==> src/rtl/irseq_pkg.sv <==
package irseq_pkg;

  localparam int ENTRY_W = 16;
  localparam int PCNT_W  = 14;
  localparam int SHADOW_BIT  = 14;
  localparam int CARRIER_BIT = 15;

  typedef struct packed {
    logic              carrier;
    logic              shadow;
    logic [PCNT_W-1:0] pulses;
  } irseq_entry_t;

  // The current entry is used up this cycle.
  function automatic logic entry_exhausted(input logic busy_i,
                                           input logic [PCNT_W-1:0] left_i,
                                           input logic pulse_i);
    return busy_i && ((left_i == '0) || (pulse_i && (left_i == PCNT_W'(1))));
  endfunction

  // Occupancy compared against the refill level.
  function automatic logic below_level(input logic [7:0] occ_i,
                                       input logic [7:0] lvl_i);
    return occ_i < lvl_i;
  endfunction

  // Ring pointer advance for any depth.
  function automatic int unsigned ring_next(input int unsigned ptr_i,
                                            input int unsigned depth_i);
    return (ptr_i == depth_i - 1) ? 0 : ptr_i + 1;
  endfunction

endpackage

==> src/rtl/irseq_fifo.sv <==
module irseq_fifo #(
  parameter int DEPTH = 8,
  parameter int WIDTH = 16,
  localparam int PTR_W = (DEPTH > 1) ? $clog2(DEPTH) : 1,
  localparam int OCC_W = $clog2(DEPTH + 1)
) (
  input  logic             clk,
  input  logic             rst_n,
  input  logic             clear,
  input  logic             wr_en,
  input  logic [WIDTH-1:0] wr_data,
  input  logic             rd_en,
  output logic [WIDTH-1:0] rd_data,
  output logic [OCC_W-1:0] occupancy,
  output logic             is_empty,
  output logic             is_full,
  output logic             wr_accept
);
  import irseq_pkg::*;

  logic [WIDTH-1:0] store [DEPTH];
  logic [PTR_W-1:0] wr_ptr, rd_ptr;
  logic             rd_fire;

  assign is_empty  = (occupancy == '0);
  assign is_full   = (occupancy == OCC_W'(DEPTH));
  assign wr_accept = wr_en && !is_full && !clear;
  assign rd_fire   = rd_en && !is_empty && !clear;
  assign rd_data   = store[rd_ptr];

  always_ff @(posedge clk) begin
    if (wr_accept) store[wr_ptr] <= wr_data;
  end

  always_ff @(posedge clk or negedge rst_n) begin
    if (!rst_n) begin
      wr_ptr    <= '0;
      rd_ptr    <= '0;
      occupancy <= '0;
    end else if (clear) begin
      wr_ptr    <= '0;
      rd_ptr    <= '0;
      occupancy <= '0;
    end else begin
      if (wr_accept) wr_ptr <= PTR_W'(ring_next(int'(wr_ptr), DEPTH));
      if (rd_fire)   rd_ptr <= PTR_W'(ring_next(int'(rd_ptr), DEPTH));
      case ({wr_accept, rd_fire})
        2'b10:   occupancy <= occupancy + 1'b1;
        2'b01:   occupancy <= occupancy - 1'b1;
        default: occupancy <= occupancy;
      endcase
    end
  end

endmodule

==> src/rtl/irseq_engine.sv <==
module irseq_engine
  import irseq_pkg::*;
(
  input  logic               clk,
  input  logic               rst_n,
  input  logic               flush,
  input  logic               pulse_end,
  input  logic               queue_empty,
  input  irseq_entry_t       head,
  output logic               take,
  output logic               exhaust,
  output logic               finish_evt,
  output logic               busy,
  output logic               use_shadow,
  output logic               carrier,
  output logic [PCNT_W-1:0]  left
);

  assign exhaust    = entry_exhausted(busy, left, pulse_end);
  assign take       = !queue_empty && (!busy || exhaust) && !flush;
  assign finish_evt = exhaust && queue_empty && !flush;

  always_ff @(posedge clk or negedge rst_n) begin
    if (!rst_n) begin
      busy       <= 1'b0;
      use_shadow <= 1'b0;
      carrier    <= 1'b0;
      left       <= '0;
    end else if (flush) begin
      busy       <= 1'b0;
      carrier    <= 1'b0;
      left       <= '0;
    end else if (take) begin
      busy       <= 1'b1;
      use_shadow <= head.shadow;
      carrier    <= head.carrier;
      left       <= head.pulses;
    end else if (exhaust) begin
      busy       <= 1'b0;
      carrier    <= 1'b0;
      left       <= '0;
    end else if (busy && pulse_end) begin
      left       <= left - 1'b1;
    end
  end

endmodule

==> src/rtl/irseq_w1c_flag.sv <==
module irseq_w1c_flag (
  input  logic clk,
  input  logic rst_n,
  input  logic set_i,
  input  logic clr_i,
  output logic flag_o
);
  always_ff @(posedge clk or negedge rst_n) begin
    if (!rst_n)     flag_o <= 1'b0;
    else if (set_i) flag_o <= 1'b1;
    else if (clr_i) flag_o <= 1'b0;
  end
endmodule

==> src/rtl/ir_wave_sequencer.sv <==
module ir_wave_sequencer
  import irseq_pkg::*;
#(
  parameter int DEPTH = 8,
  parameter int LEN_W = 16,
  parameter int LVL_W = 4,
  localparam int OCC_W = $clog2(DEPTH + 1)
) (
  input  logic               clk,
  input  logic               rst_n,
  input  logic               push_valid,
  input  logic [ENTRY_W-1:0] push_entry,
  input  logic               flush,
  input  logic               pulse_end,
  input  logic [LEN_W-1:0]   prim_cmp_len,
  input  logic [LEN_W-1:0]   prim_max_len,
  input  logic [LEN_W-1:0]   shad_cmp_len,
  input  logic [LEN_W-1:0]   shad_max_len,
  input  logic [LVL_W-1:0]   refill_level,
  input  logic               refill_mask,
  input  logic               refill_clr,
  input  logic               done_clr,
  output logic               busy,
  output logic               carrier_on,
  output logic [PCNT_W-1:0]  pulses_left,
  output logic [LEN_W-1:0]   cmp_len,
  output logic [LEN_W-1:0]   max_len,
  output logic [OCC_W+1:0]   queue_status,
  output logic               refill_flag,
  output logic               refill_irq,
  output logic               done_flag
);

  logic [ENTRY_W-1:0] head_raw;
  logic [OCC_W-1:0]   occ;
  logic               q_empty, q_full, push_taken;
  logic               take_w, exhaust_w, finish_w;
  logic               shadow_sel, carrier_r;
  logic               below_w;

  irseq_fifo #(.DEPTH(DEPTH), .WIDTH(ENTRY_W)) u_fifo (
    .clk       (clk),
    .rst_n     (rst_n),
    .clear     (flush),
    .wr_en     (push_valid),
    .wr_data   (push_entry),
    .rd_en     (take_w),
    .rd_data   (head_raw),
    .occupancy (occ),
    .is_empty  (q_empty),
    .is_full   (q_full),
    .wr_accept (push_taken)
  );

  irseq_engine u_engine (
    .clk         (clk),
    .rst_n       (rst_n),
    .flush       (flush),
    .pulse_end   (pulse_end),
    .queue_empty (q_empty),
    .head        (irseq_entry_t'(head_raw)),
    .take        (take_w),
    .exhaust     (exhaust_w),
    .finish_evt  (finish_w),
    .busy        (busy),
    .use_shadow  (shadow_sel),
    .carrier     (carrier_r),
    .left        (pulses_left)
  );

  assign below_w = below_level(8'(occ), 8'(refill_level));

  irseq_w1c_flag u_refill (
    .clk(clk), .rst_n(rst_n), .set_i(below_w), .clr_i(refill_clr), .flag_o(refill_flag)
  );

  irseq_w1c_flag u_done (
    .clk(clk), .rst_n(rst_n), .set_i(finish_w), .clr_i(done_clr), .flag_o(done_flag)
  );

  assign refill_irq   = refill_flag && refill_mask;
  assign carrier_on   = busy && carrier_r;
  assign cmp_len      = shadow_sel ? shad_cmp_len : prim_cmp_len;
  assign max_len      = shadow_sel ? shad_max_len : prim_max_len;
  assign queue_status = {q_full, q_empty, occ};

endmodule

==> config.mk <==
export PLATFORM = sky130hd
export DESIGN_NAME = ir_wave_sequencer
export DESIGN_NICKNAME = d
export VERILOG_FILES = /design/src/rtl/irseq_pkg.sv /design/src/rtl/irseq_fifo.sv /design/src/rtl/irseq_engine.sv /design/src/rtl/irseq_w1c_flag.sv /design/src/rtl/ir_wave_sequencer.sv
export SDC_FILE = /design/constraint.sdc
export NUM_CORES = 1
export LEC_CHECK = 0
export BUFFER_PORTS_ARGS = -buffer_cell sky130_fd_sc_hd__buf_2
export CORE_ASPECT_RATIO = 1.5
export CORE_MARGIN = 10
export CORE_UTILIZATION = 40
export CTS_BUF_LIST = sky130_fd_sc_hd__clkbuf_4
export CTS_CLUSTER_DIAMETER = 120
export CTS_CLUSTER_SIZE = 14
export DETAILED_ROUTE_END_ITERATION = 10
export PLACE_DENSITY = 0.74
export SKIP_CTS_REPAIR_TIMING = 1
export SLEW_MARGIN = 20
export SYNTH_ARGS = -nofsm -noshare
export SYNTH_HDL_FRONTEND = slang
export SYNTH_SLANG_ARGS = --single-unit
==> constraint.sdc <==
create_clock -name clk -period 2.9 [get_ports clk]
set_input_delay 0.58 -clock clk [delete_from_list [all_inputs] [get_ports clk]]
set_output_delay 0.58 -clock clk [all_outputs]
set_load 0.01 [all_outputs]
# == Word-level counts from Yosys, hierarchy flattened ==
# Memory sizes are Yosys's and may differ from the RTL's.
# Cells that the tools add are included.
# classes
n_mux,25
n_reduce_logical,29
multipliers,0
div,0
magnitude_cmp,1
n_eq_ne,6
bitwise_logic,1
add_sub_neg,5
shift,0
# ops
operator,n
$mux 14,4
$mux 16,2
$mux 3,6
$eq 14x1->1 const B,1
$logic_not 14->1,1
$sub 14x1->14 const B,1
$logic_and 1x1->1,13
$mux 1,11
$pmux 4 s2,1
$reduce_bool 2->1,4
$add 3x1->3 const B,2
$eq 3x3->1 const B,2
$reduce_bool 3->1,2
$add 4x1->4 const B,1
$eq 4x4->1 const B,1
$logic_not 1->1,4
$logic_not 4->1,1
$lt 4x4->1,1
$mux 4,1
$reduce_bool 4->1,1
$sub 4x1->4 const B,1
$eq 2x1->1 const B,1
$eq 2x2->1 const B,1
$logic_or 1x1->1,2
2 further kinds,2
# totals
mem_count,1
ff_bits,29
latchBits,0
wordCells,77
input_bits,92
out_inout_bits,57
rom_bits,0
ramBits,128
# memory_table
memory,depth,width,read_ports,rd_ports_with_merged_regs,write_ports,line_no,source
u_fifo.store,8,16,1,0,1,irseq_fifo.sv:21,logic [WIDTH-1:0] store [DEPTH];

# == Longest topological paths before layout ==
# logic_depth
word_depth,12
depth_mapped,16
ltp_nobuf,14

# == Hierarchy ==
# Synthesis repeated with hierarchy kept, for this count alone.
# unflattened
cells_unflattened,464
area_unflattened_um2,7439.6
# by_module_without_submodules
mod,cells_each,seq_area_each_um2,instances,area_each_um2
irseq_fifo,269,4093.9,1,5560.3
irseq_engine,138,425.4,1,1255.0
ir_wave_sequencer,51,0.0,1,551.8
irseq_w1c_flag,3,25.0,2,36.3

# == Worst setup path after synthesis ==
# OpenSTA, ideal clock, no wires.
# synth_timing
kind,reg-to-reg
startpoint,register u_engine.left[8]
endpoint,register u_fifo.occupancy[2]
arrival_ns,3.102
period_less_slack_ns,3.234
slack_ns,-0.334
n_path_buf,2
path_stages_with_launch,15
required_ns,2.768
setup_ns,0.132
path_cell_list,dfrtp_1 > or4_4 > nor4_4 > buf_6 > a41oi_4 > buf_2 > nor2_1 > xor2_1 > ha_1 > nand3b_1 > a21oi_1 > a2111oi_0 > o211ai_1 > mux2i_1 > nor2_1
# synth_between
elab_chain_len,12
word_cells_on_any_way,15
classes_between,eq/ne (3); mux (2); reduce/logical (10)
# synth_rtl
item,line_no,source
from (decl),irseq_engine.sv:16,output logic [PCNT_W-1:0] left
from (signal assigned),irseq_engine.sv:37,left <= head.pulses;
from (signal assigned),irseq_engine.sv:43,left <= left - 1'b1;
$eq 14x1->1,irseq_pkg.sv:18,return busy_i && ((left_i == '0) || (pulse_i && (left_i == PCNT_W'(1))));
$logic_and 1x1->1,irseq_pkg.sv:18,
$logic_or 1x1->1 (*),irseq_pkg.sv:18,
$logic_and 1x1->1 (*),irseq_pkg.sv:18,
$logic_or 1x1->1 (*),irseq_engine.sv:20,assign take = !queue_empty && (!busy || exhaust) && !flush;
$logic_and 1x1->1 (*) (2 in a row),irseq_engine.sv:20,
$logic_and 1x1->1 (*) (2 in a row),irseq_fifo.sv:28,assign rd_fire = rd_en && !is_empty && !clear;
$eq 2x1->1 / $eq 2x2->1 (equally long branches),irseq_fifo.sv:47,"case ({wr_accept, rd_fire})"
$pmux 4 s2,irseq_fifo.sv:47,
$mux 4,irseq_fifo.sv:40,end else if (clear) begin
to (signal assigned),irseq_fifo.sv:48,2'b10: occupancy <= occupancy + 1'b1;
to (signal assigned),irseq_fifo.sv:49,2'b01: occupancy <= occupancy - 1'b1;
to (signal assigned),irseq_fifo.sv:50,default: occupancy <= occupancy;
to (decl),irseq_fifo.sv:14,"output logic [OCC_W-1:0] occupancy,"
# Every way passes the cells marked *; elsewhere a longest branch is shown, timed or not.
# A chain may end at the register's enable or synchronous reset.

# == Final worst setup path ==
# layout_timing
startpoint,register u_engine.left[11]
endpoint,register u_fifo.occupancy[2]
# Same word-level chain as after synthesis.

==> results.cfg <==
[status]
outcome = complete, but fails checks
violations = setup timing

[placed_design]
hpwl_um = 13800
portBuffers = 148
pre_cts_ws_ns = -0.1713
place.gp.congestion = 0.8805

[critical_path]
crit_path_end_kind = flop
required_ns = 3.32
arrival_ns = 3.47
cp_max_fo = 3
crit_path_start_kind = flop
path_class = reg -> reg

[run]
drv_cap = 0

[synthesis]
yosysTopAreaCell = edfxtp_1
yosys-top-cells-count = 128 x edfxtp_1, 33 x mux2_2, 32 x mux4_2
synthArstFlopShare_pct = 18.47
synth_cell_type_count = 60
synth_nets = 573
synth_warnings = 0
netlist.area_leader.share_pct = 52.65
ys_seq_area_share_pct = 62.59
synth_area_um2 = 7301
synthTopCellsByArea = edfxtp_1 53%, dfrtp_1 9.9%, mux4_2 9.9%
syn_area_per_cell_um2 = 15.57
ys.flop_type = edfxtp_1
synth.most_common_cell = edfxtp_1
synth-edff-count = 128
syn_inst = 469
ys_seq_elements = 157

[floorplan]
die-area_um2 = 24170
core-area_um2 = 17940
pin_count = 149
fp.dieH_um = 185.5
die_w_um = 130.3
start_util_pct = 40.69
rows = 60

[sta]
relSlewSlack_pct = 48.13
max_freq_mhz = 328.3
hold_viol = 0
whs_ns = 0.06239
setup_slack_ns = -0.1460
worstMarginPinSlew_ns = 0.7780
finalCritPeriodShare_pct = 105.0
finClkSkew_ns = 0.03610
setup_viol = 1
rsz0062_at_grt = yes
slew_violations = 0
period_needed_ns = 3.046

[routing]
highest_layer = met5
route.detailed.drc = 0
dr_wl_met3_um = 946
viasPerCell = 5.524
routedWlPerCell_um = 21.32
drtPass1Iterations = 5
dr_total_vias = 4900
drt_wl_total_um = 18920
wl_met1_um = 7103
drtIter0Drc = 371
ant_nets = 0
wl_met2_um = 10430

[global_routing]
track_usage_pct = 15.82
grt_pass1_vias = 5149
grt_pass1_wl_um = 29140
grt_max_degree = 34
antenna_found_initial = 5
grt_overflow = 0

[cts]
clk_latency_ns = 0.53
clock-sinks = 157
clkTransAtPathRegs_ns = 0.16
htreeDepth = 4
cts_buffer_depth = 2
clockRootBuffer = clkbuf_4
cts_tree = yes
numCtsBuffers = 17

[power_and_ir_drop]
seqPwrFrac_pct = 36.8
leakagePower_nw = 3.375
pwr-share-clk_pct = 17.6
swShare_pct = 37.41
comb_power_share_pct = 45.7
p_int_w = 0.004696
p_total_w = 0.007503
p_sw_w = 0.002807
powerDensity_nw_per_um2 = 841.0
peakVddDrop_mv = 0.2836

[final_layout]
area_growth_pct = 22.19
nNetsFinal = 759
drive_gt1_share_pct = 47.90
fin_util_pct = 49.72

[worst_hold_path]
hold_path.class = in -> async
[state kept, by name, indices dropped and copies added, names as in the netlist, 3 cells and up]
| register | cells |
|---|---|
| u_fifo.occupancy | 4 |
| u_fifo.store | 128 |
| u_fifo.rd_ptr | 3 |
| u_fifo.wr_ptr | 3 |
| u_engine.left | 14 |
[logic make-up (layout without fill, tap and decap cells)]
logic type	count (synthesis)	after routing	synth area share (%)
DFF	157	157	62.59
and+or+nand+nor	101	101	7.403
muxes	83	83	17.43
AOI/OAI and AO/OA	75	75	7.661
buffers and inverters	37	236	2.279
adders and majority gates	12	12	2.057
xor gates and xnor gates	4	4	0.5828
other	0	2	0
[per-stage QoR]
| stage | TNS, ns | cells | cell area [um^2] |
|---|---|---|---|
| 2_1_floorplan | -0.1474 | 469 | 7336 |
| 3_3_place_gp | 0 | 851 | 8596 |
| 3_5_place_dp | -0.1713 | 851 | 8596 |
| 4_1_cts | -0.1679 | 883 | 8885 |
| 5_1_grt | -0.4334 | 887 | 8921 |
| 6_report | -0.1460 | 887 | 8921 |
[per-layer routing]
| layer | GRT usage, % | vias to the layer above |
|---|---|---|
| met5 | 0 | - |
| met1 | 17.67 | 2465 |
| met4 | 5.641 | 4 |
| met3 | 3.475 | 29 |
| met2 | 28.62 | 145 |
| li1 | - | 2257 |
[cell type report]
type                            instances  area (um^2)
Sequential cell                       157         4572
Tap cell                              217        271.5
Timing Repair Buffer                  192         1084
Inverter                               12        45.04
Fill cell                            1493         9021
Clock inverter                         14        153.9
Multi-Input combinational cell        275         2655
Antenna cell                            2        5.005
Clock buffer                           18        135.1
[cell usage in the layout (no fill, tap or decap), types with 7 or more instances in the layout]
master and count:
nand2_1 21, mux2i_1 18, nand3_1 8, nor3_1 8, o21ai_0 13, buf_4 43
clkbuf_4 18, inv_6 7, mux2_2 33, o22ai_1 7, buf_2 148, dfrtp_1 27
ha_1 11, edfxtp_1 128, nor2_1 28, mux4_2 32, inv_1 11, a21oi_1 16
[worst max-delay path, cell delays in order (launching register included)]
cell       delay, ns
dfrtp_1         0.40
or4_4           0.56
nor4_4          0.40
a41oi_4         0.16
nor2_2          0.19
xor2_1          0.20
ha_2            0.22
nand3b_1        0.13
a21oi_1         0.07
a2111oi_2       0.29
o211ai_1        0.14
mux2i_1         0.16
nor2_1          0.05
[worst paths after layout]
check / startpoint / endpoint / slack, ns / cells after the start
min in group clk: done_clr / u_done.flag_o / 0.22 / 2
max in group asynchronous: rst_n / u_fifo.rd_ptr[0] / 2.31 / 1
min reg2reg: u_engine.use_shadow / u_engine.use_shadow / 0.51 / 2
min: rst_n / u_refill.flag_o / 0.06 / 1
max reg2reg: u_engine.left[11] / u_fifo.occupancy[2] / -0.15 / 12
max: u_engine.left[11] / u_fifo.occupancy[2] / -0.15 / 12
[power groups by stage]
stage / sequential [W] / clock (W) / combinational, W
2_1_floorplan: 0.00284 / 0 / 0.00222
3_3_place_gp: 0.00280 / 0 / 0.00330
3_5_place_dp: 0.00281 / 0 / 0.00335
4_1_cts: 0.00276 / 0.00135 / 0.00337
5_1_grt: 0.00278 / 0.00145 / 0.00371
6_report: 0.00276 / 0.00132 / 0.00343
Power figures use the tool's default switching activity.
